<file path="src/rtl/hz_pkg.sv">
package hz_pkg;
  typedef enum logic [1:0] {
    SEL_RF  = 2'b00,
    SEL_WB  = 2'b01,
    SEL_MEM = 2'b10
  } fwd_sel_e;
endpackage

</file>
<file path="src/rtl/hz_exec_fwd.sv">
module hz_exec_fwd #(
  parameter int REG_COUNT = 32,
  localparam int AW = $clog2(REG_COUNT)
) (
  input  logic [AW-1:0]    src,
  input  logic [AW-1:0]    mem_dst,
  input  logic             mem_wr,
  input  logic [AW-1:0]    wb_dst,
  input  logic             wb_wr,
  output hz_pkg::fwd_sel_e sel
);
  logic live;
  logic mem_hit;
  logic wb_hit;

  assign live    = (src != '0);
  assign mem_hit = live && mem_wr && (src == mem_dst);
  assign wb_hit  = live && wb_wr && (src == wb_dst);

  // The younger producer in memory wins over the older one in writeback.
  always_comb begin
    if (mem_hit)     sel = hz_pkg::SEL_MEM;
    else if (wb_hit) sel = hz_pkg::SEL_WB;
    else             sel = hz_pkg::SEL_RF;
  end
endmodule

</file>
<file path="src/rtl/hz_branch_fwd.sv">
module hz_branch_fwd #(
  parameter int REG_COUNT = 32,
  localparam int AW = $clog2(REG_COUNT)
) (
  input  logic [AW-1:0] src,
  input  logic [AW-1:0] mem_dst,
  input  logic          mem_wr,
  output logic          hit
);
  assign hit = (src != '0) && mem_wr && (src == mem_dst);
endmodule

</file>
<file path="src/rtl/hz_stall_detect.sv">
module hz_stall_detect #(
  parameter int REG_COUNT = 32,
  localparam int AW = $clog2(REG_COUNT)
) (
  input  logic [AW-1:0] dec_rs,
  input  logic [AW-1:0] dec_rt,
  input  logic          dec_branch,
  input  logic [AW-1:0] ex_rt,
  input  logic [AW-1:0] ex_dst,
  input  logic          ex_wr,
  input  logic          ex_ld,
  input  logic [AW-1:0] mem_dst,
  input  logic          mem_ld,
  output logic          load_use,
  output logic          br_stall
);
  logic ld_match;
  logic ex_match;
  logic mem_match;

  // A load in execute targets its rt field.
  assign ld_match  = (dec_rs == ex_rt) || (dec_rt == ex_rt);
  assign ex_match  = (dec_rs == ex_dst) || (dec_rt == ex_dst);
  assign mem_match = (dec_rs == mem_dst) || (dec_rt == mem_dst);

  assign load_use = ex_ld && ld_match;
  assign br_stall = dec_branch && ((ex_wr && ex_match) || (mem_ld && mem_match));
endmodule

</file>
<file path="src/rtl/hz_ctrl_unit.sv">
module hz_ctrl_unit #(
  parameter int REG_COUNT = 32,
  localparam int AW = $clog2(REG_COUNT),
  localparam int NOPS = 2
) (
  input  logic          clk,
  input  logic          rst,
  input  logic [AW-1:0] dec_rs,
  input  logic [AW-1:0] dec_rt,
  input  logic          dec_branch,
  input  logic [AW-1:0] ex_rs,
  input  logic [AW-1:0] ex_rt,
  input  logic [AW-1:0] ex_dst,
  input  logic          ex_wr,
  input  logic          ex_ld,
  input  logic [AW-1:0] mem_dst,
  input  logic          mem_wr,
  input  logic          mem_ld,
  input  logic [AW-1:0] wb_dst,
  input  logic          wb_wr,
  output logic [1:0]    ex_sel_a,
  output logic [1:0]    ex_sel_b,
  output logic          br_fwd_a,
  output logic          br_fwd_b,
  output logic          hold_fetch,
  output logic          hold_dec,
  output logic          clear_ex
);
  logic [AW-1:0]    ex_src  [NOPS];
  logic [AW-1:0]    dec_src [NOPS];
  hz_pkg::fwd_sel_e ex_sel  [NOPS];
  logic             br_hit  [NOPS];
  logic             load_use;
  logic             br_stall;
  logic             hold_any;

  assign ex_src[0]  = ex_rs;
  assign ex_src[1]  = ex_rt;
  assign dec_src[0] = dec_rs;
  assign dec_src[1] = dec_rt;

  for (genvar g = 0; g < NOPS; g++) begin : g_opnd
    hz_exec_fwd #(.REG_COUNT(REG_COUNT)) u_exf (
      .src     (ex_src[g]),
      .mem_dst (mem_dst),
      .mem_wr  (mem_wr),
      .wb_dst  (wb_dst),
      .wb_wr   (wb_wr),
      .sel     (ex_sel[g])
    );
    hz_branch_fwd #(.REG_COUNT(REG_COUNT)) u_brf (
      .src     (dec_src[g]),
      .mem_dst (mem_dst),
      .mem_wr  (mem_wr),
      .hit     (br_hit[g])
    );
  end

  hz_stall_detect #(.REG_COUNT(REG_COUNT)) u_stall (
    .dec_rs     (dec_rs),
    .dec_rt     (dec_rt),
    .dec_branch (dec_branch),
    .ex_rt      (ex_rt),
    .ex_dst     (ex_dst),
    .ex_wr      (ex_wr),
    .ex_ld      (ex_ld),
    .mem_dst    (mem_dst),
    .mem_ld     (mem_ld),
    .load_use   (load_use),
    .br_stall   (br_stall)
  );

  assign hold_any = load_use || br_stall;

  always_ff @(posedge clk) begin
    if (rst) begin
      ex_sel_a   <= 2'b00;
      ex_sel_b   <= 2'b00;
      br_fwd_a   <= 1'b0;
      br_fwd_b   <= 1'b0;
      hold_fetch <= 1'b0;
      hold_dec   <= 1'b0;
      clear_ex   <= 1'b0;
    end else begin
      ex_sel_a   <= ex_sel[0];
      ex_sel_b   <= ex_sel[1];
      br_fwd_a   <= br_hit[0];
      br_fwd_b   <= br_hit[1];
      hold_fetch <= hold_any;
      hold_dec   <= hold_any;
      clear_ex   <= hold_any;
    end
  end
endmodule

</file>
<file path="config.mk">
export PLATFORM = sky130hd
export DESIGN_NAME = hz_ctrl_unit
export DESIGN_NICKNAME = d
export VERILOG_FILES = /design/src/rtl/hz_pkg.sv /design/src/rtl/hz_exec_fwd.sv /design/src/rtl/hz_branch_fwd.sv /design/src/rtl/hz_stall_detect.sv /design/src/rtl/hz_ctrl_unit.sv
export SDC_FILE = /design/constraint.sdc
export NUM_CORES = 1
export LEC_CHECK = 0
export BUFFER_PORTS_ARGS = -buffer_cell sky130_fd_sc_hd__buf_2
export CORE_MARGIN = 2
export CORE_UTILIZATION = 40
export CTS_CLUSTER_SIZE = 10
export DETAILED_ROUTE_END_ITERATION = 6
export PLACE_DENSITY = 0.75
export SLEW_MARGIN = 40
export SYNTH_ARGS = -nofsm -noshare
export SYNTH_HDL_FRONTEND = slang
export SYNTH_SLANG_ARGS = --single-unit
export TNS_END_PERCENT = 5
</file>
<file path="constraint.sdc">
create_clock -name clk -period 1.9 [get_ports clk]
set_input_delay 0.19 -clock clk [delete_from_list [all_inputs] [get_ports clk]]
set_output_delay 0.19 -clock clk [all_outputs]
set_load 0.1 [all_outputs]
</file>
==> results of run 1 <==
==> cells in the mapped netlist (4+ instances only) <==
| library cell | instances |
|---|---|
| sky130_fd_sc_hd__or4_1 | 5 |
| sky130_fd_sc_hd__dfxtp_1 | 7 |
| sky130_fd_sc_hd__xnor2_1 | 26 |
| sky130_fd_sc_hd__xor2_1 | 24 |
| sky130_fd_sc_hd__nor3_1 | 5 |
| sky130_fd_sc_hd__nand2_1 | 4 |
| sky130_fd_sc_hd__nor2_1 | 4 |
| sky130_fd_sc_hd__buf_4 | 6 |
| sky130_fd_sc_hd__nand4_1 | 5 |
| sky130_fd_sc_hd__nor4_1 | 7 |
==> per-stage QoR <==
stage                     instances  hold WS (ps)
after floorplan                 106           346
after global placement          176           447
after detailed placement        176           451
after CTS                       180           185
after global routing            180           197
final                           180           190
==> power breakdown <==
| group | switching, mW | internal [mW] | leakage (nW) |
|---|---|---|---|
| registers | 0.000648 | 0.149 | 0.0565 |
| clock network | 0.0549 | 0.0801 | 0.0150 |
| logic | 0.127 | 0.0992 | 0.457 |
==> flip-flops by register name, summed over array words and instances, names as in the netlist <==
signal,flops
ex_sel_b,2
ex_sel_a,2
clear_ex,1
br_fwd_b,1
br_fwd_a,1
==> final cells by class <==
class | count | area share (%)
Tap cell | 27 | 2.97
Clock buffer | 4 | 2.31
Timing Repair Buffer | 51 | 22.5
Sequential cell | 7 | 12.3
Inverter | 1 | 0.330
Multi-Input combinational cell | 90 | 59.6
==> routing by layer <==
metal	up-vias	share of wire (%)	global-route usage, %
met5	-	0	0
met4	0	2.7	12.6
met3	8	6.1	1.79
met2	35	50	31.6
met1	406	41	20.6
li1	454	-	-
==> cell families (layout without fill, tap and decap cells) <==
kind of cell           after synthesis  count (layout)  share of synthesized area, %
XOR/XNOR                            50              50                          50.1
AND/OR/NAND/NOR                     39              39                          26.2
buffers and inverters                9              56                          6.58
flip-flops                           7               7                          16.0
AO/OA/AOI/OAI                        1               1                          1.14
==> worst paths after layout <==
kind             endpoint  slack (ps)  depth (start not counted)
max   clear_ex$_SDFF_PP0_         570                          6
min   clear_ex$_SDFF_PP0_         190                          2
==> metrics.md, run 1 <==
| Metric | Value |
|---|---|
| Predominant post-synthesis flop cell | `sky130_fd_sc_hd__dfxtp_1` |
| Vias per cell | `between 5 and 6` |
| Synth top area share | `between 20% and 30%` |
| Kind of critical path | `in2reg` |
| Combined buffer and inverter count along the critical path | `1` |
| Clock Path Buffers | `2` |
| DR pass1 iterations | `4` |
| Dpl cell area | `between 1000 and 1500 um^2` |
| Global Route Usage Sum | `18.2%` |
| Number of buffers created by CTS | `3` |
| Finished Cell Area | `approximately 1100 um^2` |
| Worst ir drop on vdd | `0.280 mV` |
| Startpoint types | `primary input` |
| Post-route DRC violation count | `0` |
| Maximum achievable frequency | `roughly 750 MHz` |
| Routed length per instance | `between 10 and 15 um` |
| Top library cells by usage in the layout, fill and taps aside | `51 x sky130_fd_sc_hd__buf_2, 26 x sky130_fd_sc_hd__xnor2_1, 24 x sky130_fd_sc_hd__xor2_1` |
| Detailed Route WL | `approximately 2.3 mm` |
| Root buffer cell | `sky130_fd_sc_hd__clkbuf_4` |
| Count of antenna-violating nets left after detailed routing | `0` |
| Largest fanout on the critical path | `5` |
| Fraction of the core area covered by cells at the end of the flow | `between 50% and 60%` |
| Worst setup EP type | `flip-flop` |
| Total vias in the final route | `~900` |
| Number of distinct library cells after synthesis | `20` |
| Final clock period utilization by the worst path | `between 70% and 80%` |
| Final Hold Violating Endpoints | `0` |
| Setup Fix Bufs, Post-CTS | `0` |
| Remaining Overflow, GRT | `0` |
| Share of layout cells above drive strength 1 | `about a third` |
| Synth Register Bits | `7` |
| Total Power | `between 0.5 and 0.6 mW` |
| Sequential cell area in the final layout | `140 um^2` |
| Largest area contributor in the synthesized netlist | `sky130_fd_sc_hd__xnor2_1` |
| Fraction of synthesis flops using an asynchronous set or reset pin | `0%` |
| Most common library cell in the layout ignoring fill and taps | `sky130_fd_sc_hd__buf_2` |
| Die ar. | `2580 um^2` |
| Number of buffers added on ports | `between 50 and 60` |
| Startpoint of the lowest-slack hold path | `mem_ld` |
| Drt initial violations | `14` |
| Fill cell total of the finished layout | `roughly 210` |
| Max-cap check violation count | `0` |
| Number of buffers added to fix hold violations after cts | `0` |
| Crit path launch | `ex_rt[4]` |
| Netlist area before placement | `about 870 um^2` |
| Final critical delay including setup and external delays | `roughly 1300 ps` |
| Run status | `finished clean` |
| Average cell area after synthesis | `8.25 um^2` |
| Worst setup timing slack at the placement stage | `approximately 300 ps` |
| Slowest Stage Delay on Critical Path | `about 520 ps` |
| Number of sinks on the clock net | `7` |
| Number of enable-type register cells in the synthesized netlist | `0` |
| CP cell instances | `buf_2 > xor2_1 > nor4_1 > and4_1 > or4_1 > a41o_1` |
| Unrepaired setup endpoints after global routing | `false` |
| Signal arrival time at the worst endpoint | `between 1000 and 1500 ps` |
| Die width | `50.8 um` |
| Yosys warns | `0` |
| Initial Util | `43.3%` |
| Half-perimeter wire length of the detailed placement result | `2.02 mm` |
| Power density normalized to cell area | `between 400 and 500 nW/um^2` |
| Actual transition at the worst max-transition pin | `approximately 490 ps` |
| Clock-pin transition on the worst setup and hold timing paths | `about 50 ps` |
| Layout-stage area growth over the synthesis result | `29.9%` |
| Required time of the critical path | `between 2000 and 2500 ps` |
| Post-layout nets | `197` |
| Die Y-Extent | `50.8 um` |
| Number of top-level pins | `52` |
| Worst-path cell with the longest stage delay | `sky130_fd_sc_hd__or4_1` |
| Final WS setup | `~570 ps` |
| Final slew viol count | `0` |
| Final setup fails | `0` |
| Setup TNS | `0 ps` |
| Class of the tightest hold or removal check | `in2reg` |
| Dominant delay contributor by cell family on the critical path | `simple AND/OR/NAND/NOR gates` |
| Static power due to leakage | `between 0.5 and 0.6 nW` |
| Floorplan row count | `16` |
| Portion of the post-synthesis area used by sequential elements | `around 16%` |
| Final antenna diode count | `0` |
| CORE AREA | `2020 um^2` |
| Last weighted congestion value of the routability-driven placer | `slightly above 0.8` |
| Gate Count Post-Synth | `~110` |
| Headroom to the max-slew limit | `between 60% and 70%` |
| Global-route wire length before repair | `roughly 3.6 mm` |
| Footprint of the multi-input gates | `677 um^2` |
| TritonCTS clock tree | `yes` |
| CTS H-Tree Depth | `1` |
| Vias in the first global route | `879` |
| Post-CTS sizing | `0` |
| Largest cells by area after synthesis | `sky130_fd_sc_hd__xnor2_1 26%, sky130_fd_sc_hd__xor2_1 24%, sky130_fd_sc_hd__dfxtp_1 16%` |
| Pin count of the biggest net entering global routing | `7` |
| Initial antenna violation count | `0` |
| Post-Synthesis Net Count | `about 150` |
(Power assumes the default switching activity.)
==> inputs of run 2 (changes only) <==
--- a/config.mk
+++ b/config.mk
@@ -5,12 +5,13 @@
 export SDC_FILE = /design/constraint.sdc
 export NUM_CORES = 1
 export LEC_CHECK = 0
+export ABC_AREA = 1
 export BUFFER_PORTS_ARGS = -buffer_cell sky130_fd_sc_hd__buf_2
 export CORE_MARGIN = 2
 export CORE_UTILIZATION = 40
 export CTS_CLUSTER_SIZE = 10
 export DETAILED_ROUTE_END_ITERATION = 6
-export PLACE_DENSITY = 0.75
+export PLACE_DENSITY = 0.72
 export SLEW_MARGIN = 40
 export SYNTH_ARGS = -nofsm -noshare
 export SYNTH_HDL_FRONTEND = slang
==> constraint.sdc (replaced) <==
create_clock -name clk -period 1.24 [get_ports clk]
set_input_delay 0.124 -clock clk [delete_from_list [all_inputs] [get_ports clk]]
set_output_delay 0.124 -clock clk [all_outputs]
set_load 0.1 [all_outputs]
==> run 2 against run 1 <==
Combinational power rose by 69%. Worst hold slack got worse by 120 ps. Worst setup slack worse by 440 ps. Non-clock buffer count did not move. Cell area rose by 13%. Synthesized cell count grew 75%. Global-route usage is 3.7 points higher. Critical endpoint is now hold_fetch.
==> metrics.md, run 2 <==
| Metric | Value |
|---|---|
| Actual transition at the worst max-transition pin | `485 ps (-1.95 ps)` |
| Final slew viol count | `0 (unchanged)` |
| Total instance count after detailed placement | `263 (+49%)` |
| Commonest cells in the netlist | `68 x sky130_fd_sc_hd__nand2_1, 29 x sky130_fd_sc_hd__inv_1, 17 x sky130_fd_sc_hd__nor2_1` |
| Setup TNS | `0 ps (unchanged)` |
| Number of enable-type register cells in the synthesized netlist | `0 (unchanged)` |
| Post-route DRC violation count | `0 (unchanged)` |
| CTS H-Tree Depth | `1 (unchanged)` |
| Worst setup timing slack at the placement stage | `154 ps (-149 ps)` |
| TritonCTS clock tree | `yes` |
| Number of sinks on the clock net | `7 (unchanged)` |
| Number of buffers created by CTS | `3 (unchanged)` |
| Required time of the critical path | `1120 ps (-930 ps)` |
| Post-layout nets | `281 (+43%)` |
| Gate Count Post-Synth | `186 (+75%)` |
| Kind of critical path | `reg2out` |
| Fraction of the core area covered by cells at the end of the flow | `53.5% (-2.7 points)` |
| CORE AREA | `2410 um^2 (+19%)` |
| Number of buffers added to fix hold violations after cts | `0 (unchanged)` |
| Setup Fix Bufs, Post-CTS | `0 (unchanged)` |
| Crit path launch | `clear_ex$_SDFF_PP0_` |
| Initial antenna violation count | `0 (unchanged)` |
| Total Power | `0.812 mW (+59%)` |
| Most common library cell in the layout ignoring fill and taps | `sky130_fd_sc_hd__nand2_1` |
| Worst-path cell with the longest stage delay | `sky130_fd_sc_hd__buf_2` |
| Run status | `finished clean` |
| Layout-stage area growth over the synthesis result | `29.7%` |
| Pin count of the biggest net entering global routing | `7 (unchanged)` |
| Final setup fails | `0 (unchanged)` |
| Worst setup EP type | `output port` |
| Predominant post-synthesis flop cell | `sky130_fd_sc_hd__dfxtp_1` |
| Vias in the first global route | `1154 (+31%)` |
| Static power due to leakage | `0.790 nW (+49%)` |
| Final WS setup | `129 ps (-440 ps)` |
| Slowest Stage Delay on Critical Path | `420 ps (-100 ps)` |
| Post-Synthesis Net Count | `229 (+54%)` |
| Destination of the critical timing path | `hold_fetch` |
| Largest cells by area after synthesis | `sky130_fd_sc_hd__nand2_1 26%, sky130_fd_sc_hd__dfxtp_1 14%, sky130_fd_sc_hd__inv_1 11%` |
| Final Hold Violating Endpoints | `0 (unchanged)` |
| Synth Register Bits | `7 (unchanged)` |
| Largest fanout on the critical path | `3 (-2)` |
| Unrepaired setup endpoints after global routing | `false` |
| Layer with the highest usage after global routing | `met2` |
| Netlist area before placement | `993 um^2 (+14%)` |
| Signal arrival time at the worst endpoint | `990 ps (-490 ps)` |
| Die ar. | `2900 um^2 (+12%)` |
| Worst ir drop on vdd | `0.419 mV (+50%)` |
| GR Layer Usage met3 | `1.11% (-0.67 points)` |
| Remaining Overflow, GRT | `0 (unchanged)` |
| Global Route Usage Sum | `21.9% (+3.7 points)` |
| Final antenna diode count | `0 (unchanged)` |
| Number of top-level pins | `52 (unchanged)` |
| Routed length per instance | `10.1 um (-20%)` |
| Class of the tightest hold or removal check | `in2reg` |
| Yosys warns | `0 (unchanged)` |
| Root buffer cell | `sky130_fd_sc_hd__clkbuf_4` |
| Share of layout cells above drive strength 1 | `24.9% (-10 points)` |
| Startpoint types | `flip-flop` |
| Global-route wire length before repair | `4.76 mm (+33%)` |
| Largest registers | `ex_sel_a: 2 flops, ex_sel_b: 2 flops` |
| Count of antenna-violating nets left after detailed routing | `0 (unchanged)` |
| Last weighted congestion value of the routability-driven placer | `0.842 (+4.3%)` |
| Headroom to the max-slew limit | `67.9% (+0.13 points)` |
| Post-CTS sizing | `0 (unchanged)` |
| Die width | `53.8 um (+6.1%)` |
| Combined buffer and inverter count along the critical path | `1 (unchanged)` |
| Detailed Route WL | `2.71 mm (+18%)` |
| Fraction of synthesis flops using an asynchronous set or reset pin | `0% (unchanged)` |
| Floorplan row count | `18 (+2)` |
| Number of buffers added on ports | `51 (unchanged)` |
| Number of distinct library cells after synthesis | `21 (+5.0%)` |
| Half-perimeter wire length of the detailed placement result | `2.37 mm (+17%)` |
| Clock Path Buffers | `2 (unchanged)` |
| Met2 usage | `36.8% (+5.2 points)` |
| Number of cells on the critical path | `1 (-5)` |
| Total vias in the final route | `1254 (+39%)` |
| Final critical delay including setup and external delays | `1110 ps` |
| Dominant delay contributor by cell family on the critical path | `buffers and inverters` |
| Top library cells by usage in the layout, fill and taps aside | `68 x sky130_fd_sc_hd__nand2_1, 51 x sky130_fd_sc_hd__buf_2, 29 x sky130_fd_sc_hd__inv_1` |
| Max-cap check violation count | `0 (unchanged)` |
| Vias per cell | `4.70 (-6.4%)` |
| Met1 track utilization from global routing | `29.8% (+9.1 points)` |
| Drt initial violations | `38 (+24)` |
| DR pass1 iterations | `4 (unchanged)` |
| Synth top area share | `25.7% (-0.34 points)` |
| Portion of the post-synthesis area used by sequential elements | `14.1% (-1.9 points)` |
| Initial Util | `41.2% (-2.0 points)` |
| Die Y-Extent | `53.8 um (+6.1%)` |
| Cell with the most instances after synthesis | `sky130_fd_sc_hd__nand2_1` |
| Number of non-filler instances in the completed layout | `267 (+48%)` |
| Power density normalized to cell area | `630 nW/um^2 (+40%)` |
| Largest area contributor in the synthesized netlist | `sky130_fd_sc_hd__nand2_1` |
| Clock-pin transition on the worst setup and hold timing paths | `50 ps (about the same)` |
| CP cell instances | `buf_2` |
| Average cell area after synthesis | `5.34 um^2 (-35%)` |
| Final clock period utilization by the worst path | `between 80% and 90%` |
| Maximum achievable frequency | `900 MHz` |
[run 2: cell types whose count changed after synthesis, moves of 5 or more]
cell,previous run,this run
sky130_fd_sc_hd__nand3_1,2,10
sky130_fd_sc_hd__inv_1,1,29
sky130_fd_sc_hd__a21oi_1,0,7
sky130_fd_sc_hd__nand2_1,4,68
sky130_fd_sc_hd__o21ai_0,0,5
sky130_fd_sc_hd__nor2_1,4,17
sky130_fd_sc_hd__xnor2_1,26,10
sky130_fd_sc_hd__xor2_1,24,7
sky130_fd_sc_hd__or4_1,5,0
sky130_fd_sc_hd__nor4_1,7,0
[run 2: cell families after synthesis]
group | after synthesis | share of synthesized area, %
AO/OA/AOI/OAI | 23 | 14.5
buffers and inverters | 36 | 14.6
AND/OR/NAND/NOR | 103 | 41.8
flip-flops | 7 | 14.1
XOR/XNOR | 17 | 15.0
[run 2: how the worst min path moves through the flow]
| stage | from | endpoint | slack, ps | depth (start not counted) |
|---|---|---|---|---|
| floorplan | rst | clear_ex$_SDFF_PP0_ | 180 | 1 |
| global placement | rst | clear_ex$_SDFF_PP0_ | 330 | 2 |
| detailed placement | rst | clear_ex$_SDFF_PP0_ | 330 | 2 |
| CTS | rst | clear_ex$_SDFF_PP0_ | 70 | 2 |
| global route | rst | clear_ex$_SDFF_PP0_ | 70 | 2 |
| finish | rst | clear_ex$_SDFF_PP0_ | 70 | 2 |
[run 2: layout make-up]
class	instances	area, um^2
Multi-Input combinational cell	143	708
Clock buffer	4	26.3
Fill cell	270	1120
Sequential cell	7	141
Tap cell	30	37.5
Timing Repair Buffer	51	255
Inverter	32	120
[run 2: power by group]
group,total (mW),switching (mW),internal (mW)
Clock,0.200,0.0779,0.122
Sequential,0.230,0.000992,0.229
Combinational,0.382,0.236,0.145
Total,0.812,0.315,0.497
[run 2: per-layer routing]
layer  wire length, um  part of all wire (%)
met5                 0                     0
met4                10                  0.37
met2              1240                    46
met1              1290                    48
met3               165                   6.1
[run 2: per-stage QoR]
step	cell area, um^2	hold WS, ps
finish	1290	73.3
floorplan	995	179
global placement	1260	328
CTS	1290	70.9
detailed placement	1260	332
global route	1290	69.0
==> inputs of run 3 (changes only) <==
--- a/config.mk
+++ b/config.mk
@@ -7,11 +7,11 @@
 export LEC_CHECK = 0
 export ABC_AREA = 1
 export BUFFER_PORTS_ARGS = -buffer_cell sky130_fd_sc_hd__buf_2
-export CORE_MARGIN = 2
-export CORE_UTILIZATION = 40
+export CORE_MARGIN = 3
+export CORE_UTILIZATION = 35
 export CTS_CLUSTER_SIZE = 10
 export DETAILED_ROUTE_END_ITERATION = 6
-export PLACE_DENSITY = 0.72
+export PLACE_DENSITY = 0.65
 export SLEW_MARGIN = 40
 export SYNTH_ARGS = -nofsm -noshare
 export SYNTH_HDL_FRONTEND = slang
==> run 3 against run 2 <==
Combinational power is essentially flat. Final cell count is the same. Worst hold slack lost 7.4 ps. Critical path depth is the same. Clock power grew 5%. Critical endpoint unchanged. Largest cell class unchanged. Largest power group unchanged.
==> metrics.md, run 3 (same netlist as run 2, synthesis figures left out) <==
| Metric | Value |
|---|---|
| Worst setup EP type | `output port` |
| Largest registers | `ex_sel_a: 2 flops, ex_sel_b: 2 flops` |
| Clock-pin transition on the worst setup and hold timing paths | `50 ps (about the same)` |
| Share of layout cells above drive strength 1 | `24.9% (unchanged)` |
| DR pass1 iterations | `4 (unchanged)` |
| Total vias in the final route | `1288 (+2.7%)` |
| Headroom to the max-slew limit | `67.9% (about the same)` |
| CORE AREA | `2590 um^2 (+7.5%)` |
| Largest fanout on the critical path | `3 (unchanged)` |
| Number of top-level pins | `52 (unchanged)` |
| Post-layout nets | `281 (unchanged)` |
| Number of buffers created by CTS | `3 (unchanged)` |
| Setup Fix Bufs, Post-CTS | `0 (unchanged)` |
| Required time of the critical path | `1120 ps (about the same)` |
| Floorplan row count | `18 (unchanged)` |
| Die Y-Extent | `59.3 um (+10%)` |
| Startpoint types | `flip-flop` |
| Last weighted congestion value of the routability-driven placer | `0.840 (-0.17%)` |
| Dominant delay contributor by cell family on the critical path | `buffers and inverters` |
| Most common library cell in the layout ignoring fill and taps | `sky130_fd_sc_hd__nand2_1` |
| Final critical delay including setup and external delays | `1120 ps (+8.33 ps)` |
| Global Route Usage Sum | `17.4% (-4.4 points)` |
| Die ar. | `3510 um^2 (+21%)` |
| Unrepaired setup endpoints after global routing | `false` |
| Power density normalized to cell area | `640 nW/um^2 (+1.5%)` |
| Drt initial violations | `28 (-26%)` |
| Hold Crit Endpoint | `clear_ex$_SDFF_PP0_` |
| Clock Path Buffers | `2 (unchanged)` |
| Kind of critical path | `reg2out` |
| CP cell instances | `buf_2` |
| Count of antenna-violating nets left after detailed routing | `0 (unchanged)` |
| Setup TNS | `0 ps (unchanged)` |
| Final Hold Violating Endpoints | `0 (unchanged)` |
| Final antenna diode count | `0 (unchanged)` |
| Post-CTS sizing | `0 (unchanged)` |
| Depth of the worst hold-timing path | `2 (unchanged)` |
| Initial antenna violation count | `0 (unchanged)` |
| Half-perimeter wire length of the detailed placement result | `2.58 mm (+9.1%)` |
| Number of sinks on the clock net | `7 (unchanged)` |
| Class of the tightest hold or removal check | `in2reg` |
| Root buffer cell | `sky130_fd_sc_hd__clkbuf_4` |
| Post-route DRC violation count | `0 (unchanged)` |
| Routed length per instance | `11.1 um (+9.5%)` |
| Signal arrival time at the worst endpoint | `1000 ps (about the same)` |
| Actual transition at the worst max-transition pin | `484 ps (-0.123 ps)` |
| Number of buffers added to fix hold violations after cts | `0 (unchanged)` |
| Startpoint of the lowest-slack hold path | `rst` |
| Final setup fails | `0 (unchanged)` |
| Initial Util | `38.4% (-2.9 points)` |
| Detailed Route WL | `2.97 mm (+9.5%)` |
| Worst hold slack | `66.0 ps (-7.36 ps)` |
| Vias in the first global route | `1104 (-4.3%)` |
| Maximum achievable frequency | `893 MHz (-0.74%)` |
| CTS H-Tree Depth | `1 (unchanged)` |
| Total Power | `0.824 mW (+1.5%)` |
| Vias per cell | `4.82 (+2.7%)` |
| Worst-path cell with the longest stage delay | `sky130_fd_sc_hd__buf_2` |
| Final slew viol count | `0 (unchanged)` |
| TritonCTS clock tree | `yes` |
| Max-cap check violation count | `0 (unchanged)` |
| Run status | `finished clean` |
| Worst setup timing slack at the placement stage | `112 ps (-42.6 ps)` |
| Static power due to leakage | `0.790 nW (unchanged)` |
| Global-route wire length before repair | `4.75 mm (-0.15%)` |
| Die width | `59.3 um (+10%)` |
| Worst ir drop on vdd | `0.515 mV (+23%)` |
| Fraction of the core area covered by cells at the end of the flow | `49.8% (-3.7 points)` |
| Pin count of the biggest net entering global routing | `7 (unchanged)` |
| Final WS setup | `121 ps (-8.33 ps)` |
| Slowest Stage Delay on Critical Path | `420 ps (about the same)` |
| Combined buffer and inverter count along the critical path | `1 (unchanged)` |
| Top library cells by usage in the layout, fill and taps aside | `68 x sky130_fd_sc_hd__nand2_1, 51 x sky130_fd_sc_hd__buf_2, 29 x sky130_fd_sc_hd__inv_1` |
| Remaining Overflow, GRT | `0 (unchanged)` |
| Number of buffers added on ports | `51 (unchanged)` |
| Final clock period utilization by the worst path | `90.3% (+0.67 points)` |
| Fill cell total of the finished layout | `311 (+15%)` |
| Layout-stage area growth over the synthesis result | `29.7% (unchanged)` |
[run 3: worst max-delay path by stage]
stage / startpoint / to / depth (start not counted)
finish: clear_ex$_SDFF_PP0_ / hold_fetch / 1
global route: clear_ex$_SDFF_PP0_ / hold_dec / 1
CTS: clear_ex$_SDFF_PP0_ / hold_fetch / 1
detailed placement: mem_dst[0] / clear_ex$_SDFF_PP0_ / 11
global placement: mem_dst[0] / ex_sel_a[0]$_SDFF_PP0_ / 7
floorplan: clear_ex$_SDFF_PP0_ / hold_dec / 1
[run 3: layout make-up]
cell class	instances	area [um^2]	share of cell area [%]
multi-input cells	143	708	55.0
repair buffers	51	255	19.8
well taps	30	37.5	2.91
flip-flops and latches	7	141	11.0
inverters	32	120	9.32
clock buffers	4	26.3	2.04
[run 3: through the flow]
step | area [um^2] | instances
final | 1290 | 267
after floorplan | 995 | 186
after CTS | 1290 | 267
after global placement | 1260 | 263
after detailed placement | 1260 | 263
after global routing | 1290 | 267
[run 3: power by group]
part | leakage, nW | switching, mW | internal, mW
logic | 0.718 | 0.240 | 0.145
registers | 0.0570 | 0.00108 | 0.229
clock network | 0.0150 | 0.0858 | 0.123
[run 3: routing by layer]
layer	vias up	part of all wire, %	track usage, %
met5	-	0	0
met4	0	1.9	7.77
met3	5	9.1	1.74
met2	54	43	26.2
met1	548	46	24.8
li1	681	-	-
